**src/rtl/movalu_fuse.sv**
```systemverilog
module movalu_fuse #(
  parameter int RW = 4
) (
  input  logic              clk,
  input  logic              rst_n,
  input  logic              flush,
  input  logic              in_valid,
  output logic              in_ready,
  input  logic [16+3*RW-1:0] in_desc,
  output logic              out_valid,
  input  logic              out_ready,
  output logic              out_fused,
  output logic [16+3*RW-1:0] out_first,
  output logic [16+3*RW-1:0] out_second
);
  localparam int DW  = 16 + 3*RW;
  localparam int OPC = 4;
  localparam int DST = 12;
  localparam int S0  = DST + RW;
  localparam int S1  = S0 + RW;
  localparam int S0V = S1 + RW;
  localparam int S1V = S0V + 1;
  localparam int IMM = S0V + 2;
  localparam int MEM = S0V + 3;

  typedef enum logic [2:0] {A_IDLE, A_LOAD, A_PASS, A_FUSE, A_SPILL} act_t;

  function automatic logic can_park(input logic [DW-1:0] d);
    return d[3:0] == 4'd1 && (d[OPC+:8] == 8'h89 || d[OPC+:8] == 8'h8B)
           && d[S0V] && !d[IMM] && !d[MEM];
  endfunction

  function automatic logic can_join(input logic [DW-1:0] mv, input logic [DW-1:0] op);
    logic hit0, hit1;
    hit0 = op[S0V] && (op[S0+:RW] == mv[S0+:RW] || op[S0+:RW] == mv[DST+:RW]);
    hit1 = op[S1V] && (op[S1+:RW] == mv[S0+:RW] || op[S1+:RW] == mv[DST+:RW]);
    return op[3:0] >= 4'd2 && op[3:0] <= 4'd14
           && op[DST+:RW] == mv[DST+:RW]
           && !op[MEM]
           && (hit0 || hit1)
           && !(op[S0V] && op[S1V] && op[S0+:RW] == op[S1+:RW]);
  endfunction

  logic          hold_v;
  logic [DW-1:0] hold_d;
  act_t          act;

  wire slot = !out_valid || out_ready;

  always_comb begin
    act = A_IDLE;
    if (!flush && in_valid) begin
      if (hold_v)
        act = !slot ? A_IDLE : (can_join(hold_d, in_desc) ? A_FUSE : A_SPILL);
      else
        act = can_park(in_desc) ? A_LOAD : (slot ? A_PASS : A_IDLE);
    end
  end

  assign in_ready = act == A_LOAD || act == A_PASS || act == A_FUSE;
  wire   emit     = act == A_PASS || act == A_FUSE || act == A_SPILL;

  always_ff @(posedge clk or negedge rst_n) begin
    if (!rst_n) begin
      out_valid  <= 1'b0;
      out_fused  <= 1'b0;
      out_first  <= '0;
      out_second <= '0;
    end else if (emit) begin
      out_valid  <= 1'b1;
      out_fused  <= act == A_FUSE;
      out_first  <= (act == A_PASS) ? in_desc : hold_d;
      out_second <= (act == A_FUSE) ? in_desc : '0;
    end else if (out_ready) begin
      out_valid  <= 1'b0;
    end
  end

  always_ff @(posedge clk or negedge rst_n) begin
    if (!rst_n) begin
      hold_v <= 1'b0;
      hold_d <= '0;
    end else if (flush) begin
      hold_v <= 1'b0;
    end else if (act == A_LOAD) begin
      hold_v <= 1'b1;
      hold_d <= in_desc;
    end else if (act == A_FUSE || act == A_SPILL) begin
      hold_v <= 1'b0;
    end
  end
endmodule

```
**config.mk**
```make
export PLATFORM = sky130hd
export DESIGN_NAME = movalu_fuse
export DESIGN_NICKNAME = d
export VERILOG_FILES = /design/src/rtl/movalu_fuse.sv
export SDC_FILE = /design/constraint.sdc
export NUM_CORES = 1
export LEC_CHECK = 0
export BUFFER_PORTS_ARGS = -buffer_cell sky130_fd_sc_hd__buf_2
export CORE_MARGIN = 4
export CORE_UTILIZATION = 50
export CTS_BUF_LIST = sky130_fd_sc_hd__clkbuf_4 sky130_fd_sc_hd__clkbuf_8
export DETAILED_ROUTE_END_ITERATION = 16
export GPL_TIMING_DRIVEN = 0
export PLACE_DENSITY = 0.81
export SLEW_MARGIN = 20
export SYNTH_ARGS = -nofsm -noshare
export SYNTH_HDL_FRONTEND = slang
export SYNTH_SLANG_ARGS = --single-unit
export TNS_END_PERCENT = 50
```
**constraint.sdc**
```tcl
create_clock -name clk -period 2.6 [get_ports clk]
set_input_delay 0.52 -clock clk [delete_from_list [all_inputs] [get_ports clk]]
set_output_delay 0.52 -clock clk [all_outputs]
set_load 0.05 [all_outputs]
```
==> results of run 1 <==
==> layer usage <==
metal  vias up  wire, um
met4         0        89
met5         -         0
met1      1404      4050
met3        11       642
li1       1236         -
met2       112      4160
==> cell usage after synthesis, types with 2 or more instances <==
library cell  number
dfrtp_1           87
inv_1             32
a222oi_1          29
a22o_1            27
xor2_1            18
mux2_2            14
clkbuf_1          11
nor2b_1           10
buf_2              5
or2_2              5
buf_6              3
nand4_1            3
nor4_1             3
o21ai_1            3
xnor2_1            3
and2_1             2
buf_1              2
nand2_1            2
nor4_2             2
nor4bb_1           2
==> logic make-up (layout without fill, tap and decap cells) <==
logic type      Yosys count  after routing  synth area share [%]
simple gates             39             39                  7.53
flops                    87             87                  59.8
buf+inv                  54            161                  6.46
mux                      14             14                  4.33
compound gates           65             65                  16.8
xor+xnor                 21             21                  5.05
==> registers in the layout, summed over array words and instances, names as in the netlist <==
signal,flops
hold_d,28
hold_v,1
out_first,28
out_fused,1
out_second,28
out_valid,1
==> cell type report <==
cell class	instances	share of cell area (%)
clock buffers	10	3.05
flip-flops and latches	87	48.4
plain buffers	22	2.55
well taps	96	2.66
multi-input cells	139	27.7
repair buffers	92	11.2
clock inverters	5	1.83
inverters	32	2.66
==> path summary, 6_finish.rpt <==
path | end | slack [ps] | cells past startpoint
min | out_first[2] | 130 | 1
min reg2reg | hold_d[24] | 470 | 1
max | in_ready | -30 | 7
max reg2reg | out_second[18] | 190 | 7
max in group asynchronous | out_second[19] | 1870 | 2
min in group clk | out_first[7] | 420 | 3
==> timing repair <==
action                     in CTS  in global routing
setup buffers                   5                  0
gates cloned                    0                  0
pin swaps                       5                  3
hold endpoints to repair        0                  0
resized for setup              11                  0
setup endpoints to repair       1                  1
==> report_power, final <==
| part | switching, W | internal, W | leakage (nW) |
|---|---|---|---|
| Sequential | 0.0000415 | 0.00142 | 1.16 |
| Clock | 0.000461 | 0.000564 | 0.112 |
| Combinational | 0.000435 | 0.000148 | 1.22 |
==> through the flow <==
stage	hold slack, ps	total power, W	TNS, ps	utilization [%]	worst slack [ps]
detailed placement	457	0.00207	-930	60.8	-165
CTS	143	0.00310	-53.8	65.0	-53.8
floorplan	224	0.00188	0	-	115
global placement	452	0.00205	-148	60.3	-148
finish	130	0.00307	-30.1	65.0	-30.1
global route	156	0.00320	-127	65.0	-127
==> worst register-to-register path: cells and delay by family (launching register included) <==
kind | cells | cell delay, ps
compound gates | 3 | 1000
flops | 1 | 440
buf+inv | 2 | 400
simple gates | 1 | 330
xor+xnor | 1 | 170
==> run_results.csv, run 1 <==
group,metric,value,unit
final_layout,seqCellArea,2180,um2
clock_network,clkTransAtPathRegs,80,ps
grt,grt_start_max_net_pins,50,
yosys,synth_edf_count,0,
power_and_ir_drop,p_per_area,681,nW/um2
clock_network,numCtsBuffers,9,
clock_network,cts_tree,"built",
setup_path,cp_top_family,"compound AO/OA/AOI/OAI gates",
power_and_ir_drop,vdd_drop_max,0.393,mV
setup_path,path_class,"reg2out",
yosys,synth_top_area_cell,"dfrtp_1",
sta,setup_slack,-30.1,ps
setup_path,crit_slowest_cell,"dfrtp_2",
setup_path,path_max_fanout,4,
final_layout,final_layout_size_suffix_gt1_share,38.8,%
final_layout,fin_cells,483,
clock_network,worstSkewPairLatency,350,ps
detailed_routing,drt_iter0_markers,302,
clock_network,htree_levels,3,
yosys,yosysSeqAreaShare,59.8,%
grt,grt_use_met2,33.2,%
floorplan,coreArea,6940,um2
detailed_routing,num_vias,2763,
placement,io_buffers,86,
floorplan,initial_core_util,52.4,%
sta,setup_viol,1,
placement,dp_cells,463,
yosys,ys_warn_count,0,
clock_network,hold_buffers,0,
grt,overflow,0,
setup_path,startpoint,"hold_d[14]",
yosys,async_flop_share,100,%
detailed_routing,wire_per_inst,18.5,um
setup_path,crit_required,2080,ps
setup_path,worstPathCellList,"buf_4 -> xor2_1 -> nor4_1 -> o21ai_1 -> a2111oi_2 -> or3_1 -> buf_6",
floorplan,die_y,93.3,um
placement,dp_hpwl,6380,um
detailed_routing,drc,0,
sta,fmax,380,MHz
final_layout,layout_common_cells,"89 x buf_2, 83 x dfrtp_1, 32 x inv_1",
final_layout,area_growth,24.0,%
sta,rsz0062_at_grt,"true",
floorplan,dieArea,8710,um2
floorplan,rows,30,
yosys,synth_ff_type,"dfrtp_1",
final_layout,final_common_cell,"buf_2",
yosys,syn-cell-area,3640,um2
sta,finalCritPeriodShare,101,%
hold_path,hold_path.class,"in2async",
placement,placedInstanceArea,4220,um2
sta,worst_slew_pin_slew,783,ps
power_and_ir_drop,p_leak,2.49,nW
setup_path,cp-start-kind,"register",
setup_path,path_buf_inv,2,
sta,maxSlewHeadroom,47.8,%
final_layout,final_nets,416,
sta,maxSlewViolCount,0,
clock_network,clk_path_buf_depth,2,
setup_path,critPathMaxStageDelay,440,ps
grt,grt_pass1_vias,2846,
detailed_routing,detail-route-antenna-nets,0,
yosys,ys_types,37,
run_status,failed_checks,"negative setup slack",
clock_network,cts.sinks,87,
sta,fin_crit,2630,ps
yosys,synthTopCellsByArea,"dfrtp_1 60%, a222oi_1 8.0%, a22o_1 6.5%",
flow_run,maxCapViolations,0,
grt,grt_use_total,21.2,%
floorplan,die_w,93.3,um
detailed_routing,drt-total-wl,8940,um
yosys,syn-num-nets,313,
grt,met1_usage,29.6,%
grt,grt_pass1_wl,14400,um
setup_path,crit_arrival,2110,ps
floorplan,io_pins,92,
grt,antenna_found_initial,0,
setup_path,reg2reg_from,"hold_d[14]",
final_layout,finalInstanceArea,4510,um2
yosys,synth_top_area_share,59.8,%
sta,hold_viol,0,
placement,gp_congestion,0.840,
final_layout,n_antenna_cell,0,
yosys,yosys_register_bits,87,
detailed_routing,firstDrtPassIters,8,
detailed_routing,viasPerCell,5.72,
run_status,status,"finished, violations left",
sta,skew,11.4,ps
setup_path,end_kind,"output pin",
grt,gr-usage-met3,5.39,%
yosys,syn_inst,280,
yosys,synth.avg_cell_area,13.0,um2
clock_network,ctsRootBufferMaster,"clkbuf_8",
final_layout,multi_input_area,1250,um2
grt,top_usage_layer,"met2",
final_layout,n_fill_cell,526,
(Power assumes the default switching activity.)
==> run 2: changes to the inputs <==
==> constraint.sdc (replaced) <==
create_clock -name clk -period 2.6 [get_ports clk]
set_input_delay 0.13 -clock clk [delete_from_list [all_inputs] [get_ports clk]]
set_output_delay 0.13 -clock clk [all_outputs]
set_load 0.05 [all_outputs]
==> run 2 against run 1 <==
  * The run now ends clean
  * Non-clock buffer count down 4
  * Worst hold slack worse by 100 ps
  * First-iteration DRC count down 18%
  * Critical endpoint unchanged
  * Largest power group unchanged
  * Highest routed layer unchanged
==> run_results.csv, run 2 (synthesis results as in run 1) <==
group,metric,value,unit
setup_path,r2r_slack,270,ps
hold_path,hold_end,"out_first[8]",
sta,worst_slew_pin_slew,790,ps
final_layout,area_growth,22.3,%
clock_network,ctsRootBufferMaster,"clkbuf_8",
grt,grt_pass1_vias,2821,
placement,detailedPlace.worstSlack,258,ps
setup_path,r2r_cells,6,
sta,finalCritPeriodShare,93.9,%
grt,grt_start_max_net_pins,50,
sta,maxSlewViolCount,0,
flow_run,maxCapViolations,0,
placement,dp_hpwl,6380,um
floorplan,dieArea,8710,um2
detailed_routing,viasPerCell,5.73,
sta,setup_viol,0,
clock_network,numCtsBuffers,9,
power_and_ir_drop,p_leak,2.48,nW
detailed_routing,wire_per_inst,18.7,um
setup_path,crit_required,2470,ps
clock_network,clk_path_buf_depth,2,
setup_path,crit_arrival,2310,ps
clock_network,cts_tree,"built",
setup_path,end_kind,"output pin",
final_layout,layout_common_cells,"90 x buf_2, 87 x dfrtp_1, 32 x inv_1",
detailed_routing,drt_iter0_markers,249,
hold_path,whs_path_depth,3,
setup_path,cp-start-kind,"register",
final_layout,final_layout_size_suffix_gt1_share,35.8,%
clock_network,htree_levels,3,
grt,antenna_found_initial,0,
clock_network,cts.sinks,87,
floorplan,rows,30,
setup_path,path_class,"reg2out",
floorplan,initial_core_util,52.4,%
grt,grt_pass1_wl,14300,um
floorplan,coreArea,6940,um2
sta,hold_viol,0,
floorplan,die_y,93.3,um
placement,io_buffers,86,
final_layout,n_antenna_cell,0,
grt,overflow,0,
clock_network,clkTransAtPathRegs,80,ps
final_layout,reg_top3,"hold_d (28), out_first (28), out_second (28)",
power_and_ir_drop,p_per_area,690,nW/um2
sta,fmax,410,MHz
detailed_routing,drt-total-wl,8940,um
sta,fin_crit,2440,ps
setup_path,reg2reg_from,"hold_d[13]",
final_layout,finalCoreUtilization,64.1,%
clock_network,worstSkewPairLatency,350,ps
floorplan,die_w,93.3,um
final_layout,n_fill_cell,533,
detailed_routing,num_vias,2747,
sta,skew,10.9,ps
grt,grt_use_total,21.1,%
floorplan,io_pins,92,
detailed_routing,drc,0,
hold_path,hold_path.class,"in2reg",
setup_path,regToRegEndpoint,"out_second[18]",
detailed_routing,detail-route-antenna-nets,0,
power_and_ir_drop,vdd_drop_max,0.366,mV
sta,rsz0062_at_grt,"false",
final_layout,final_common_cell,"buf_2",
clock_network,cts_setup_buffers,0,
detailed_routing,firstDrtPassIters,8,
placement,gp_congestion,0.840,
setup_path,path_max_fanout,5,
sta,setup_tns,0,ps
hold_path,hold_start,"in_desc[8]",
clock_network,hold_buffers,1,
clock_network,cts_resized,0,
sta,maxSlewHeadroom,47.3,%
run_status,status,"complete, no violations",
final_layout,final_nets,412,
sta,setup_slack,159,ps
-- run 2: final cells by class --
cell class                      instances  area (um2)  share of cell area (%)
Inverter                               32         120                    2.70
Tap cell                               96         120                    2.70
Sequential cell                        87        2180                    48.9
Clock inverter                          5        82.6                    1.86
Multi-Input combinational cell        139        1230                    27.6
Clock buffer                           10         138                    3.09
Buffer                                 22         115                    2.59
Timing Repair Buffer                   88         470                    10.6
-- run 2: critical path, cell delays in order, from the launching register on --
cell and delay [ps]:
dfrtp_1 450, xor2_1 200, nor4_2 270, o21ai_1 160
a2111oi_0 450, or3_1 180, buf_2 260
-- run 2: power by group --
| group | internal, W | leakage, nW | switching [W] | total, W |
|---|---|---|---|---|
| logic | 0.000146 | 1.19 | 0.000433 | 0.000579 |
| registers | 0.00142 | 1.17 | 0.0000406 | 0.00146 |
| clock network | 0.000564 | 0.112 | 0.000463 | 0.00103 |
-- run 2: stage by stage --
step / std cells / hold WS [ps] / cell area [um2] / total power, W
2_1_floorplan: 280 / -166 / 3640 / 0.00188
6_report: 479 / 29.5 / 4450 / 0.00307
3_5_place_dp: 463 / 135 / 4220 / 0.00207
5_1_grt: 479 / 16.1 / 4450 / 0.00320
4_1_cts: 479 / 11.3 / 4450 / 0.00309
3_3_place_gp: 462 / 374 / 4190 / 0.00205
-- run 2: routing by layer --
layer | GRT usage [%] | part of all wire (%) | up-vias
met1 | 29.2 | 44 | 1390
met5 | 0 | 0 | -
met3 | 5.55 | 7.7 | 13
met2 | 32.9 | 47 | 116
li1 | - | - | 1228
met4 | 5.62 | 1.3 | 0
-- run 2: worst max path at each step --
stage,startpoint,end,slack [ps],cells after the start
2_1_floorplan,out_valid,out_first[19],570,7
3_3_place_gp,hold_d[13],out_second[22],300,6
3_5_place_dp,hold_d[16],out_second[13],260,6
4_1_cts,hold_d[16],in_ready,100,6
5_1_grt,hold_d[14],in_ready,5,6
6_report,hold_d[13],in_ready,160,6
==> run 3: changes to the inputs <==
--- a/config.mk
+++ b/config.mk
@@ -5,13 +5,14 @@
 export SDC_FILE = /design/constraint.sdc
 export NUM_CORES = 1
 export LEC_CHECK = 0
+export ABC_AREA = 1
 export BUFFER_PORTS_ARGS = -buffer_cell sky130_fd_sc_hd__buf_2
 export CORE_MARGIN = 4
 export CORE_UTILIZATION = 50
 export CTS_BUF_LIST = sky130_fd_sc_hd__clkbuf_4 sky130_fd_sc_hd__clkbuf_8
 export DETAILED_ROUTE_END_ITERATION = 16
 export GPL_TIMING_DRIVEN = 0
-export PLACE_DENSITY = 0.81
+export PLACE_DENSITY = 0.8
 export SLEW_MARGIN = 20
 export SYNTH_ARGS = -nofsm -noshare
 export SYNTH_HDL_FRONTEND = slang
==> run 3 against run 2 <==
  * Worst setup slack improved by 39 ps
  * Final cell count increased by 56%
  * Die area increased by 11%
  * Critical endpoint unchanged
  * Largest cell class unchanged
  * Largest power group unchanged
==> run_results.csv, run 3 <==
group,metric,value,unit
detailed_routing,drt_iter0_markers,239,
setup_path,cp_top_family,"simple AND/OR/NAND/NOR gates",
run_status,status,"complete, no violations",
sta,skew,8.08,ps
yosys,yosys_register_bits,87,
grt,grt_use_total,23.7,%
sta,worst_slew_pin_slew,639,ps
detailed_routing,firstDrtPassIters,7,
setup_path,critPathMaxStageDelay,450,ps
hold_path,hold_path.class,"in2reg",
floorplan,rows,32,
setup_path,path_common_cell,"nor2_1",
yosys,synth_top_area_cell,"dfrtp_1",
clock_network,cts_tree,"built",
yosys,synth.avg_cell_area,7.66,um2
final_layout,finalCoreUtilization,62.7,%
yosys,syn-cell-area,4090,um2
final_layout,final_common_cell,"nand2_1",
detailed_routing,drt-total-wl,11200,um
setup_path,r2r_slack,440,ps
setup_path,cp-start-kind,"register",
grt,grt_pass1_vias,3965,
clock_network,clkTransAtPathRegs,90,ps
setup_path,path_class,"reg2out",
clock_network,clk_path_buf_depth,2,
detailed_routing,viasPerCell,5.29,
final_layout,area_growth,20.3,%
hold_path,whs_path_depth,3,
sta,maxSlewViolCount,0,
yosys,synth_top_area_share,53.2,%
flow_run,maxCapViolations,0,
yosys,synth_edf_count,0,
grt,grt_start_max_net_pins,51,
yosys,ys_warn_count,0,
final_layout,final_nets,673,
sta,hold_viol,0,
floorplan,io_pins,92,
clock_network,htree_levels,3,
detailed_routing,wire_per_inst,14.9,um
clock_network,worstSkewPairLatency,370,ps
yosys,async_flop_share,100,%
yosys,synthTopCellsByCount,"225 x nand2_1, 90 x nand3_1, 87 x dfrtp_1",
final_layout,layout_common_cells,"225 x nand2_1, 98 x buf_2, 90 x nand3_1",
placement,dp_hpwl,8030,um
power_and_ir_drop,total_power,0.00303,W
final_layout,n_fill_cell,712,
final_layout,n_antenna_cell,0,
sta,fin_hold_ws,13.2,ps
floorplan,coreArea,7850,um2
clock_network,ctsRootBufferMaster,"clkbuf_8",
power_and_ir_drop,vdd_drop_max,0.363,mV
placement,gp_congestion,0.862,
yosys,syn_inst,534,
setup_path,crit_required,2470,ps
yosys,syn-num-nets,567,
yosys,yosysMostFrequentCell,"nand2_1",
sta,fmax,416,MHz
final_layout,reg_top3,"hold_d (28), out_first (28), out_second (28)",
grt,overflow,0,
sta,setup_viol,0,
setup_path,path_buf_inv,3,
floorplan,dieArea,9700,um2
power_and_ir_drop,p_leak,2.86,nW
detailed_routing,wl_met2,5430,um
grt,antenna_found_initial,0,
yosys,synth_ff_type,"dfrtp_1",
sta,setup_tns,0,ps
detailed_routing,num_vias,3953,
setup_path,path_max_fanout,10,
detailed_routing,detail-route-antenna-nets,0,
setup_path,regToRegEndpoint,"out_first[12]",
final_layout,finalInstanceArea,4920,um2
detailed_routing,routed.top_layer,"met4",
detailed_routing,drc,0,
sta,maxSlewHeadroom,57.4,%
setup_path,crit_slowest_cell,"dfrtp_1",
placement,io_buffers,91,
setup_path,end_kind,"output pin",
detailed_routing,routed-wl-met3,785,um
hold_path,hold_end,"out_first[6]",
clock_network,numCtsBuffers,9,
floorplan,die_w,98.5,um
sta,finalCritPeriodShare,92.4,%
yosys,ys_types,26,
setup_path,crit_arrival,2270,ps
setup_path,worstPathCellList,"inv_1 -> o21ai_0 -> nor2_1 -> nand3_1 -> nor2_1 -> nand3_1 -> a21oi_2 -> buf_4 -> nor2_1 -> nor2_1 -> clkbuf_4",
sta,fin_crit,2400,ps
grt,grt_pass1_wl,18500,um
setup_path,reg2reg_from,"hold_v",
yosys,yosysSeqAreaShare,53.2,%
power_and_ir_drop,p_per_area,615,nW/um2
placement,placedInstanceArea,4710,um2
detailed_routing,wl_met1,4670,um
setup_path,r2r_cells,9,
hold_path,hold_start,"in_desc[6]",
final_layout,final_layout_size_suffix_gt1_share,21.6,%
floorplan,initial_core_util,52.2,%
clock_network,cts.sinks,87,
yosys,synthTopCellsByArea,"dfrtp_1 53%, nand2_1 21%, nand3_1 11%",
floorplan,die_y,98.5,um
## run 3: layer usage
metal	global-route usage [%]	up-vias
li1	-	1885
met1	30.7	1875
met2	39.2	168
met3	4.88	25
met4	9.03	0
met5	0	-
## run 3: cell families after synthesis
| group | after synthesis | synth area share (%) |
|---|---|---|
| flops | 87 | 53.2 |
| xor+xnor | 1 | 0.214 |
| compound gates | 21 | 3.06 |
| buf+inv | 75 | 7.89 |
| simple gates | 350 | 35.6 |
## run 3: worst max-delay path by stage
stage | end | cells past startpoint | from
finish | in_ready | 11 | hold_d[13]
global route | in_ready | 9 | hold_v
global placement | in_ready | 10 | hold_v
floorplan | in_ready | 8 | out_valid
detailed placement | in_ready | 10 | hold_v
CTS | in_ready | 10 | hold_v
## run 3: cell type report
cell class	instances	area, um2	share of cell area (%)
clock buffer	9	124	2.52
clock inverter	7	56.3	1.14
buffer	22	124	2.52
timing repair buffer	96	523	10.6
multi-input combinational	372	1590	32.4
sequential	87	2180	44.2
tap	102	128	2.59
inverter	52	199	4.04
## run 3: through the flow
step                      std cells  setup slack [ps]
final                           747               198
after global routing            747             -8.27
after CTS                       746              34.0
after detailed placement        728               425
after global placement          727               457
after floorplan                 534               422
## run 3: timing repair
item,in CTS,in global routing
setup endpoints to repair,0,1
hold endpoints to repair,38,0
setup buffers,0,2
hold buffers,2,0
gates resized for setup,0,2
## run 3: report_power, final
group / switching, W / internal (W) / leakage (nW)
Combinational: 0.000503 / 0.000157 / 1.62
Sequential: 0.0000396 / 0.00143 / 1.14
Clock: 0.000543 / 0.000361 / 0.0959
## run 3: worst reg2reg max path, cell delays in order, from the launching register on
cell and delay, ps:
dfrtp_1 450, inv_1 160, nand3_1 100, nor4_1 170
nand2_1 140, nand2_1 260, clkinvlp_4 230, clkbuf_1 290
nand3_1 160, nand3_1 80
